===== config.mk =====
export PLATFORM = sky130hd
export DESIGN_NAME = prio_irq_ctrl
export DESIGN_NICKNAME = d
export VERILOG_FILES = /design/src/rtl/irq_ctl_pkg.sv /design/src/rtl/irq_pend_bank.sv /design/src/rtl/irq_prio_enc.sv /design/src/rtl/irq_bus_regs.sv /design/src/rtl/prio_irq_ctrl.sv
export SDC_FILE = /design/constraint.sdc
export NUM_CORES = 1
export LEC_CHECK = 0
export ABC_AREA = 1
export BUFFER_PORTS_ARGS = -buffer_cell sky130_fd_sc_hd__buf_4
export CORE_MARGIN = 2
export CORE_UTILIZATION = 36
export CTS_BUF_LIST = sky130_fd_sc_hd__clkbuf_8
export DETAILED_ROUTE_END_ITERATION = 10
export PLACE_DENSITY_LB_ADDON = 0.3
export SETUP_SLACK_MARGIN = 0.15
export SLEW_MARGIN = 0
export SYNTH_ARGS = -nofsm -noshare
export SYNTH_HDL_FRONTEND = slang
export SYNTH_HIERARCHICAL = 1
export SYNTH_SLANG_ARGS = --single-unit

===== constraint.sdc =====
create_clock -name clk -period 1.5 [get_ports clk]
set_clock_uncertainty 0.15 [all_clocks]
set_input_delay 0.3 -clock clk [delete_from_list [all_inputs] [get_ports clk]]
set_output_delay 0.3 -clock clk [all_outputs]
set_load 0.01 [all_outputs]

===== src/rtl/irq_ctl_pkg.sv =====
package irq_ctl_pkg;
  localparam int unsigned OFF_PEND  = 8'h48;
  localparam int unsigned OFF_MASK  = 8'h4C;
  localparam int unsigned OFF_CLR   = 8'h50;
  localparam int unsigned OFF_FORCE = 8'h54;

  typedef enum logic [1:0] {
    ACC_NONE  = 2'd0,
    ACC_READ  = 2'd1,
    ACC_WRITE = 2'd2
  } acc_kind_e;
endpackage


===== src/rtl/irq_pend_bank.sv =====
module irq_pend_bank #(
  parameter int NUM_LVL = 15
) (
  input  logic             clk,
  input  logic             rst_n,
  input  logic [NUM_LVL:1] set_vec,
  input  logic [NUM_LVL:1] clr_vec,
  input  logic [NUM_LVL:1] ack_vec,
  output logic [NUM_LVL:1] pend
);
  logic [NUM_LVL:1] pend_q;
  logic [NUM_LVL:1] pend_d;

  always_comb begin
    pend_d = (pend_q & ~(clr_vec | ack_vec)) | set_vec;
  end

  always_ff @(posedge clk or negedge rst_n) begin
    if (!rst_n) pend_q <= '0;
    else        pend_q <= pend_d;
  end

  assign pend = pend_q;

  // A pulse colliding with a clear or acknowledge must still land
  assert_set_wins_R5: assert property (@(posedge clk) disable iff (!rst_n)
    (set_vec != '0) |=> ((pend_q & $past(set_vec)) == $past(set_vec)));

  // Clear and acknowledge drop exactly the addressed bits
  assert_clear_drops_R4: assert property (@(posedge clk) disable iff (!rst_n)
    (((clr_vec | ack_vec) & ~set_vec) != '0) |=>
      ((pend_q & $past((clr_vec | ack_vec) & ~set_vec)) == '0));
endmodule


===== src/rtl/irq_prio_enc.sv =====
module irq_prio_enc #(
  parameter int NUM_LVL = 15,
  parameter int LVL_W   = 4
) (
  input  logic [NUM_LVL:1]  req_vec,
  output logic [LVL_W-1:0]  level
);
  always_comb begin
    level = '0;
    for (int i = 1; i <= NUM_LVL; i++) begin
      if (req_vec[i]) level = LVL_W'(i);
    end
  end
endmodule


===== src/rtl/irq_bus_regs.sv =====
module irq_bus_regs
  import irq_ctl_pkg::*;
#(
  parameter int NUM_LVL = 15,
  parameter int ADDR_W  = 8,
  parameter int DATA_W  = 32
) (
  input  logic              clk,
  input  logic              rst_n,
  input  logic              bus_sel,
  input  logic              bus_wr,
  input  logic [ADDR_W-1:0] bus_addr,
  input  logic [DATA_W-1:0] bus_wdata,
  input  logic [NUM_LVL:1]  ack_vec,
  input  logic [NUM_LVL:1]  pend,
  output logic [DATA_W-1:0] bus_rdata,
  output logic [NUM_LVL:1]  mask,
  output logic [NUM_LVL:1]  force_bits,
  output logic [NUM_LVL:1]  clr_vec
);
  acc_kind_e        acc;
  logic             mask_wr, force_wr, clr_wr;
  logic [NUM_LVL:1] mask_q, mask_d;
  logic [NUM_LVL:1] force_q, force_d;
  logic [NUM_LVL:1] wvec;

  always_comb begin
    if (!bus_sel)    acc = ACC_NONE;
    else if (bus_wr) acc = ACC_WRITE;
    else             acc = ACC_READ;
  end

  assign wvec     = bus_wdata[NUM_LVL:1];
  assign mask_wr  = (acc == ACC_WRITE) && (bus_addr == ADDR_W'(OFF_MASK));
  assign force_wr = (acc == ACC_WRITE) && (bus_addr == ADDR_W'(OFF_FORCE));
  assign clr_wr   = (acc == ACC_WRITE) && (bus_addr == ADDR_W'(OFF_CLR));
  assign clr_vec  = clr_wr ? wvec : '0;

  always_comb begin
    mask_d  = mask_wr ? wvec : mask_q;
    force_d = (force_wr ? wvec : force_q) & ~ack_vec;
  end

  always_ff @(posedge clk or negedge rst_n) begin
    if (!rst_n) begin
      mask_q  <= '1;
      force_q <= '0;
    end else begin
      if (mask_wr) mask_q <= mask_d;
      force_q <= force_d;
    end
  end

  always_comb begin
    bus_rdata = '0;
    if (acc == ACC_READ) begin
      case (bus_addr)
        ADDR_W'(OFF_PEND):  bus_rdata[NUM_LVL:1] = pend;
        ADDR_W'(OFF_MASK):  bus_rdata[NUM_LVL:1] = mask_q;
        ADDR_W'(OFF_FORCE): bus_rdata[NUM_LVL:1] = force_q;
        default:            bus_rdata = '0;
      endcase
    end
  end

  assign mask       = mask_q;
  assign force_bits = force_q;

  // Acknowledge removes the forced copy of the level
  assert_ack_clears_force_R9: assert property (@(posedge clk) disable iff (!rst_n)
    (ack_vec != '0) |=> ((force_q & $past(ack_vec)) == '0));

  // Clear writes never reach the force register
  assert_clr_keeps_force_R10: assert property (@(posedge clk) disable iff (!rst_n)
    (clr_wr && ack_vec == '0) |=> (force_q == $past(force_q)));
endmodule


===== src/rtl/prio_irq_ctrl.sv =====
module prio_irq_ctrl #(
  parameter int NUM_LVL     = 15,
  parameter int ADDR_W      = 8,
  parameter int DATA_W      = 32,
  parameter int LVL_UART_ERR = 1,
  parameter int LVL_UART_A  = 4,
  parameter int LVL_UART_B  = 5,
  parameter int LVL_GPT     = 12,
  parameter int LVL_RTC     = 13,
  localparam int LVL_W      = $clog2(NUM_LVL + 1)
) (
  input  logic              clk,
  input  logic              rst_n,
  input  logic              bus_sel,
  input  logic              bus_wr,
  input  logic [ADDR_W-1:0] bus_addr,
  input  logic [DATA_W-1:0] bus_wdata,
  output logic [DATA_W-1:0] bus_rdata,
  input  logic              uart_a_evt,
  input  logic              uart_b_evt,
  input  logic              uart_err_evt,
  input  logic              rtc_evt,
  input  logic              gpt_evt,
  output logic [LVL_W-1:0]  irq_level,
  input  logic              irq_ack,
  input  logic [LVL_W-1:0]  irq_ack_level
);
  localparam int NUM_SRC = 5;
  localparam int SRC_LVL [NUM_SRC] =
    '{LVL_UART_A, LVL_UART_B, LVL_UART_ERR, LVL_GPT, LVL_RTC};

  logic [1:0]         rst_sync;
  logic               rst_n_int;
  logic [NUM_SRC-1:0] src_pulse;
  logic [NUM_LVL:1]   set_vec, ack_vec, clr_vec;
  logic [NUM_LVL:1]   pend, mask, force_bits, eff;
  logic [NUM_LVL:0]   eff_full, mask_full;

  always_ff @(posedge clk or negedge rst_n) begin
    if (!rst_n) rst_sync <= '0;
    else        rst_sync <= {rst_sync[0], 1'b1};
  end
  assign rst_n_int = rst_sync[1];

  assign src_pulse = {rtc_evt, gpt_evt, uart_err_evt, uart_b_evt, uart_a_evt};

  always_comb begin
    set_vec = '0;
    for (int s = 0; s < NUM_SRC; s++) begin
      if (src_pulse[s]) set_vec[SRC_LVL[s]] = 1'b1;
    end
  end

  for (genvar g = 1; g <= NUM_LVL; g++) begin : g_ack
    assign ack_vec[g] = irq_ack && (irq_ack_level == LVL_W'(g));
  end

  irq_bus_regs #(.NUM_LVL(NUM_LVL), .ADDR_W(ADDR_W), .DATA_W(DATA_W)) u_regs (
    .clk(clk), .rst_n(rst_n_int), .bus_sel(bus_sel), .bus_wr(bus_wr),
    .bus_addr(bus_addr), .bus_wdata(bus_wdata), .ack_vec(ack_vec), .pend(pend),
    .bus_rdata(bus_rdata), .mask(mask), .force_bits(force_bits), .clr_vec(clr_vec)
  );

  irq_pend_bank #(.NUM_LVL(NUM_LVL)) u_pend (
    .clk(clk), .rst_n(rst_n_int), .set_vec(set_vec), .clr_vec(clr_vec),
    .ack_vec(ack_vec), .pend(pend)
  );

  assign eff = (pend | force_bits) & ~mask;

  irq_prio_enc #(.NUM_LVL(NUM_LVL), .LVL_W(LVL_W)) u_enc (
    .req_vec(eff), .level(irq_level)
  );

  assign eff_full  = {eff, 1'b0};
  assign mask_full = {mask, 1'b0};

  // Chosen level is active and nothing above it is
  assert_level_highest_R8: assert property (@(posedge clk) disable iff (!rst_n_int)
    (irq_level != '0) |-> ((eff_full >> irq_level) == (NUM_LVL+1)'(1)));

  assert_level_idle_R8: assert property (@(posedge clk) disable iff (!rst_n_int)
    (irq_level == '0) |-> (eff == '0));

  // A blocked level is never presented
  assert_mask_blocks_R7: assert property (@(posedge clk) disable iff (!rst_n_int)
    (irq_level != '0) |-> !mask_full[irq_level]);
endmodule


======== Word-level counts from Yosys, hierarchy flattened ========
Index checks and enable logic that the tools add are counted.
storage, ports and cells
  register bits ........................... 47
  input bits .............................. 54
  word-level logic and storage cells ...... 78
cells by class
  equal/unequal tests ..................... 21
  mux-type cells .......................... 26
  bitwise operators ....................... 9
  reductions and logical operators ........ 18
operators with widths
  kind                count
  $and 15x15->15      3
  $not 15->15         3
  $pmux 15 s3         1
  $eq 4x4->1 const B  8
  $eq 8x7->1 const B  4
  $mux 4              8
  $mux 15             2
  $or 15x15->15       2
  $logic_and 1x1->1   18
  $eq 4x3->1 const B  4
  $mux 16             1
  $or 15x13->15       1
  $mux 3              4
  $eq 4x2->1 const B  2
  $mux 2              4
  $mux 1              6
  $eq 4x1->1 const B  1
  $eq 2x1->1 const B  1
  $eq 2x2->1 const B  1

======== Depth between registers and ports, before layout ========
Gate-level depths: netlist of run 1.
  word-level depth ........................ 17
  depth in mapped cells ................... 17
  depth with buffers taken out ............ 17

======== Cells and area by module ========
The synthesis of run 1 kept the hierarchy.
modules (own cells, without submodules)
  module         times used  cells an instance  area an instance (um^2)  seq. area each (um^2)
  irq_bus_regs   1           340                2147.1                   769.5
  irq_pend_bank  1           75                 600.6                    375.4
  prio_irq_ctrl  1           62                 279.0                    50.0
  irq_prio_enc   1           41                 167.7                    0.0

======== Least setup slack after synthesis of run 1 ========
No wires, ideal clock.
  path kind ............................... register to output
  start point ............................. register u_regs.mask_q (netlist bit u_regs/mask[2])
  end point ............................... output irq_level[0]
  arrival time ............................ 1.227 ns
  data required time ...................... 1.050 ns
  slack ................................... -0.177 ns
  cell stages (with the launch flop) ...... 17
  path through ............................ dfstp_2 nor2_1 inv_1 nand2_1 nand2_1 nand2_1 nand2_1 nand2_1 nand2_1 nand2_1 nand2_1 nand2_1 nand2_1 nand2_1 nand2_1 nand2_1 nand2_1
on the way
  longest elaborated chain between the ends .. 16
ends and longest elaborated chain
  element                 RTL line             source
  from (decl)             irq_bus_regs.sv:23   logic [NUM_LVL:1] mask_q, mask_d;
  from (signal assigned)  irq_bus_regs.sv:49   if (mask_wr) mask_q <= mask_d;
  $not 15->15             prio_irq_ctrl.sv:69  assign eff = (pend | force_bits) & ~mask;
  $and 15x15->15          prio_irq_ctrl.sv:69
  net eff (one bit)       prio_irq_ctrl.sv:36  logic [NUM_LVL:1] pend, mask, force_bits, eff;
  $mux 2 (2 in series)    irq_prio_enc.sv:11   if (req_vec[i]) level = LVL_W'(i);
  $mux 3 (4 in series)    irq_prio_enc.sv:11
  $mux 4 (8 in series)    irq_prio_enc.sv:11
  to (decl)               prio_irq_ctrl.sv:24  output logic [LVL_W-1:0] irq_level,
The timed path passes the listed nets, and every way through them passes these cells.

======== Final worst setup path of run 1 ========
Ends and elaborated chain as after synthesis.

==> run_results.csv, run 1 <==
group,metric,value,unit
outcome,status,"finished, violations left",
outcome,failed_checks,"setup timing",
critical_path,end_kind,"primary output",
finish,final-instance-count-excl-fill,763,
finish,drive_gt1_share,45.2,%
logic_synthesis,yosys.cell_count.top_type,"nor2_1",
logic_synthesis,synth_top_area_share,25.1,%
critical_path,critPathLaunch,"u_regs/mask[2]",
grt,antenna_found_initial,0,
clock_network,numCtsBuffers,5,
critical_path,reg2reg_from,"u_regs/force_bits[13]",
drt,viasPerCell,4.61,
logic_synthesis,synth_cells,518,
sta,drv_slew,0,
sta,timing.final.hold_violations,0,
sta,worst_slack,-0.751,ns
logic_synthesis,yosysWarnings,6,
min_path,hold_end,"u_pend/pend[5]",
logic_synthesis,synthArstFlopShare,100,%
die,dieArea,0.00964,mm2
critical_path,crit_path_start_kind,"flop",
power_and_ir_drop,p_total,3010,uW
logic_synthesis,synth-seq-cells,47,
grt,grt_pass1_vias,3231,
power_and_ir_drop,p_leak,0.00270,uW
power_and_ir_drop,power_density,576,mW/mm2
logic_synthesis,synth_top_cell_by_area,"dfrtp_1",
logic_synthesis,synth_area_leaders,"dfrtp_1, nor2_1, nand2_1",
finish,syn2layout_area_growth,63.8,%
critical_path,crit_required,1.05,ns
grt,grt_first_pass_wirelength,15.0,mm
die,die_h,98.2,um
finish,n_antenna_cell,0,
place,placed_cells,745,
drt,route.detailed.drc,0,
critical_path,timing.rr.end,"u_regs/force_bits[13]",
grt,grt_overflow,0,
clock_network,cts.sinks,47,
place,io_buffers,55,
place,placed_area,0.00444,mm2
drt,via_count,3516,
die,die_w,98.2,um
die,io_pins,90,
place,hpwlAfterDp,6.74,mm
logic_synthesis,ys_seq_area_share,37.4,%
place,routabilityCongestion,0.844,
finish,fillers,779,
min_path,min_path_cells,3,
clock_network,clockRootBuffer,"clkbuf_8",
grt,grt_usage,19.1,%
critical_path,worst-endpoint-arrival,1.80,ns
drt,drtPass1Iterations,4,
logic_synthesis,netlist_top_cells_count,"nor2_1, nand2_1, inv_1, nand3_1, dfrtp_1",
clock_network,clock_latency,0.30,ns
clock_network,path_clk_slew,0.09,ns
critical_path,r2r_slack,0.37,ns
sta,post-route-period-util,150,%
job,drv_cap,0,
sta,finalCriticalPeriod,2.25,ns
clock_network,cts_tree,"built",
place,dp_slack,-0.384,ns
logic_synthesis,synth_edf_count,0,
sta,holdWs,0.0291,ns
clock_network,cts_buffer_depth,2,
critical_path,cp_max_fo,2,
grt,grt_max_degree,46,
die,core,0.00868,mm2
sta,max_freq,444,MHz
sta,grt_setup_unrepaired,"true",
clock_network,h-tree-depth,2,
power_and_ir_drop,vdd_drop_max,0.431,mV
min_path,min_path_type,"in2reg",
drt,drt_iter0_markers,206,
logic_synthesis,avgSynthCellArea,6.17,um2
logic_synthesis,syn_area,0.00319,mm2
finish,final_nets,708,
die,rows,34,
logic_synthesis,yosysUniqueCellTypes,20,
finish,postLayoutCellArea,0.00523,mm2
min_path,worstHoldStart,"uart_b_evt",
drt,post_drt_wl_per_cell,13.2,um
critical_path,path_class,"reg2out",
die,initial_core_util,36.8,%
critical_path,r2r_cells,6,
sta,setup_violations,19,
drt,antenna_left,0,
logic_synthesis,synth_flop_cell,"dfrtp_1",
drt,wirelength,10.1,mm
## worst max-delay path, cell delays in order (launching register included)
cell and delay (ns):
dfstp_2 0.55, nor2_2 0.05, inv_1 0.05, nand2_1 0.04, nand2_1 0.06, nand2_1 0.05
nand2_1 0.06, nand2_1 0.07, nand2_1 0.07, nand2_1 0.05, nand2_1 0.05, nand2_1 0.05
nand2_1 0.05, nand2_1 0.05, nand2_1 0.05, nand2_1 0.06, nand2_2 0.06, buf_6 0.10
## per-stage QoR
stage | TNS, ns | utilization, %
floorplan | -1.17 | -
global placement | -11.08 | 51.2
detailed placement | -11.66 | 51.2
CTS | -6.77 | 54.7
global route | -8.25 | 60.3
finish | -6.91 | 60.3
## area by class of cell
cell class                      count  area [um2]  area share, %
Tap cell                          108         135           2.58
Clock buffer                        6        82.6           1.58
Inverter                           98         414           7.91
Multi-Input combinational cell    368        2050           39.2
Sequential cell                    47        1200           22.9
Timing Repair Buffer              134        1350           25.7
Clock inverter                      2        8.76          0.167
## power by group
part,total [uW],leakage (uW),internal (uW),switching [uW]
registers,1430,0.000504,1380,58.6
logic,794,0.00214,371,423
clock network,786,0.0000524,366,420
## layout by cell type, fill, tap and decap left out, drive strengths merged
cell / instances
nand3: 51
conb: 28
inv: 99
clkinv: 1
clkbuf: 8
nor2: 146
nor3: 1
nand2: 124
nor4: 2
dfrtp: 32
dfstp: 15
buf: 131
dlygate4sd3: 1
o21ai: 16
## layer usage
layer,global-route usage (%),up-vias,routed length (um)
li1,-,1750,-
met1,26.4,1606,4220
met2,30.6,127,4880
met3,2.65,33,620
met4,7.17,0,343
met5,0,-,0
## worst max-delay path by stage
stage	depth (start not counted)	end
CTS	17	irq_level[0]
floorplan	16	irq_level[0]
global placement	17	irq_level[0]
detailed placement	17	irq_level[0]
global route	17	irq_level[0]
finish	17	irq_level[0]
## kinds of logic after synthesis
| family | share of synthesized area [%] |
|---|---|
| AND/OR/NAND/NOR | 41.9 |
| buffers and inverters | 17.8 |
| flip-flops | 37.4 |
| AO/OA/AOI/OAI | 2.51 |
| other | 0.353 |
## sequential cells by signal (all words and copies together), names as in the netlist
signal and flops:
u_pend/pend 15, u_regs/force_bits 15, rst_sync 2, u_regs/mask 15
## timing repair
action / in CTS / in global routing
hold buffers: 1 / 0
hold endpoints to repair: 2 / 0
cloned: 0 / 3
pin swaps: 21 / 28
gates resized for setup: 50 / 118
endpoints found under the setup margin: 29 / 50
setup buffers: 2 / 4
No activity file was read; power rests on OpenSTA's default activity.
==> run 2, diff against run 1 <==
==> constraint.sdc (replaced) <==
create_clock -name clk -period 2.3 [get_ports clk]
set_clock_uncertainty 0.15 [all_clocks]
set_input_delay 0.46 -clock clk [delete_from_list [all_inputs] [get_ports clk]]
set_output_delay 0.46 -clock clk [all_outputs]
set_load 0.01 [all_outputs]
==> run_results.csv, run 2 (synthesized netlist as in run 1, its figures left out) <==
group,metric,value,unit
drt,post_drt_wl_per_cell,12.8,um
power_and_ir_drop,p_sw_share,30.6,%
power_and_ir_drop,intPower,1250,uW
outcome,status,"finished, violations left",
place,placed_cells,691,
die,dieArea,0.00964,mm2
critical_path,crit_required,1.69,ns
sta,holdWs,0.0978,ns
power_and_ir_drop,seqPwrFrac,52.7,%
finish,final_common_cell,"nor2_1",
sta,slew-limit-headroom,63.6,%
drt,route.detailed.drc,0,
power_and_ir_drop,p_leak,0.00235,uW
outcome,failed_checks,"setup timing",
critical_path,path_buf_inv,2,
critical_path,critPathLaunch,"u_pend/pend[2]",
place,routabilityCongestion,0.817,
power_and_ir_drop,power_frac_comb,19.3,%
clock_network,numCtsBuffers,5,
sta,finalCriticalPeriod,2.42,ns
sta,setup_violations,1,
die,rows,34,
die,die_w,98.2,um
critical_path,end_kind,"primary output",
grt,grt_first_pass_wirelength,14.3,mm
finish,drive_gt1_share,28.8,%
critical_path,reg2reg_from,"u_regs/mask[2]",
power_and_ir_drop,power_density,404,mW/mm2
critical_path,crit_chain,"nor2_1, nor2_2, inv_1, nand2_1, nand2_1, nand2_1, nand2_1, nand2_1, nand2_1, nand2_1, nand2_1, nand2_1, nand2_1, nand2_1, nand2_1, nand2_1, nand2_2, buf_6",
die,initial_core_util,36.8,%
clock_network,path_clk_slew,0.09,ns
finish,layout_common_cells,"nor2_1, nand2_1, inv_1",
drt,drtPass1Iterations,5,
power_and_ir_drop,power_switching,550,uW
grt,grt_overflow,0,
drt,via_count,3206,
grt,grt_max_degree,46,
critical_path,cpMaxStageDelayCell,"dfrtp_1",
sta,final.setup.tns,-0.124,ns
sta,timing.final.hold_violations,0,
critical_path,path_class,"reg2out",
sta,post-route-period-util,105,%
clock_network,cts.sinks,47,
grt,grt_pass1_vias,3075,
place,hpwlAfterDp,6.11,mm
clock_network,cts_tree,"built",
power_and_ir_drop,vdd_drop_max,0.273,mV
min_path,min_path_type,"reg2async",
critical_path,cp_max_fo,3,
sta,worst_slack,-0.124,ns
drt,wirelength,9.12,mm
critical_path,crit_path_frequent_cell,"nand2_1",
sta,grt_setup_unrepaired,"true",
drt,antenna_left,0,
finish,n_antenna_cell,0,
critical_path,crit_path_start_kind,"flop",
clock_network,cts_buffer_depth,2,
die,io_pins,90,
die,core,0.00868,mm2
power_and_ir_drop,clockPowerShare,28.0,%
finish,syn2layout_area_growth,39.3,%
critical_path,max_stage_delay,0.41,ns
job,drv_cap,0,
clock_network,clock_latency,0.30,ns
sta,worstMarginPinSlew,0.546,ns
clock_network,clockRootBuffer,"clkbuf_8",
sta,drv_slew,0,
critical_path,crit_cells,18,
place,io_buffers,55,
drt,viasPerCell,4.48,
finish,final-instance-count-excl-fill,715,
critical_path,critPathTopFamily,"simple AND/OR/NAND/NOR gates",
sta,max_freq,413,MHz
finish,final_nets,660,
critical_path,worst-endpoint-arrival,1.81,ns
finish,fillers,881,
drt,drt_iter0_markers,160,
grt,antenna_found_initial,0,
critical_path,r2r_cells,3,
grt,grt_usage,18.3,%
clock_network,h-tree-depth,2,
die,die_h,98.2,um
## run 2: cell count changes in the layout (fill, tap and decap cells not counted), sizes merged
cell / before / now
clkinvlp: 0 / 1
nand2: 124 / 125
clkbuf: 8 / 9
buf: 131 / 80
## run 2: what timing repair did
| item | CTS | global route |
|---|---|---|
| setup endpoints to repair | 15 | 19 |
| buffers inserted | 4 | 6 |
| pin swaps | 3 | 40 |
| gates cloned | 1 | 4 |
| endpoints found under the hold margin | 2 | 0 |
| resized for setup | 15 | 99 |
| hold buffers | 1 | 0 |
## run 2: through the flow
step / power, uW / setup WS, ns / util (%) / instance area (um2)
2_1_floorplan: 1160 / 0.360 / - / 3290
3_3_place_gp: 1240 / 0.0908 / 43.3 / 3760
3_5_place_dp: 1250 / 0.0445 / 43.3 / 3760
4_1_cts: 1770 / -0.0754 / 45.5 / 3950
5_1_grt: 1900 / -0.325 / 51.3 / 4450
6_report: 1800 / -0.124 / 51.3 / 4450
## run 2: final cells by class
type | instances | area (um2) | share of cell area (%)
multi-input combinational | 369 | 1820 | 41.0
sequential | 47 | 1200 | 26.9
inverter | 98 | 378 | 8.49
clock buffer | 5 | 68.8 | 1.55
tap | 108 | 135 | 3.04
clock inverter | 3 | 16.3 | 0.365
timing repair buffer | 85 | 832 | 18.7
## run 2: path summary, 6_finish.rpt
path                                   end  slack (ns)
max in group asynchronous      rst_sync[1]        1.58
hold / removal              u_pend/pend[4]         0.1
min in group clk           u_pend/pend[13]        0.18
setup reg to reg            u_regs/mask[2]        1.33
setup / recovery              irq_level[0]       -0.12
hold reg to reg             u_pend/pend[4]         0.1
## run 2: power by group through the flow
stage	logic, uW	clock network (uW)	registers [uW]
global placement	283	0	957
global route	398	550	957
finish	348	503	948
floorplan	197	0	958
detailed placement	291	0	960
CTS	303	519	944
## run 2: layer usage
layer | vias to the layer above | track usage [%] | wire length (um)
met3 | 20 | 3.01 | 573
met5 | - | 0 | 0
met1 | 1429 | 24.6 | 4090
li1 | 1651 | - | -
met4 | 0 | 5.16 | 235
met2 | 106 | 30.5 | 4220
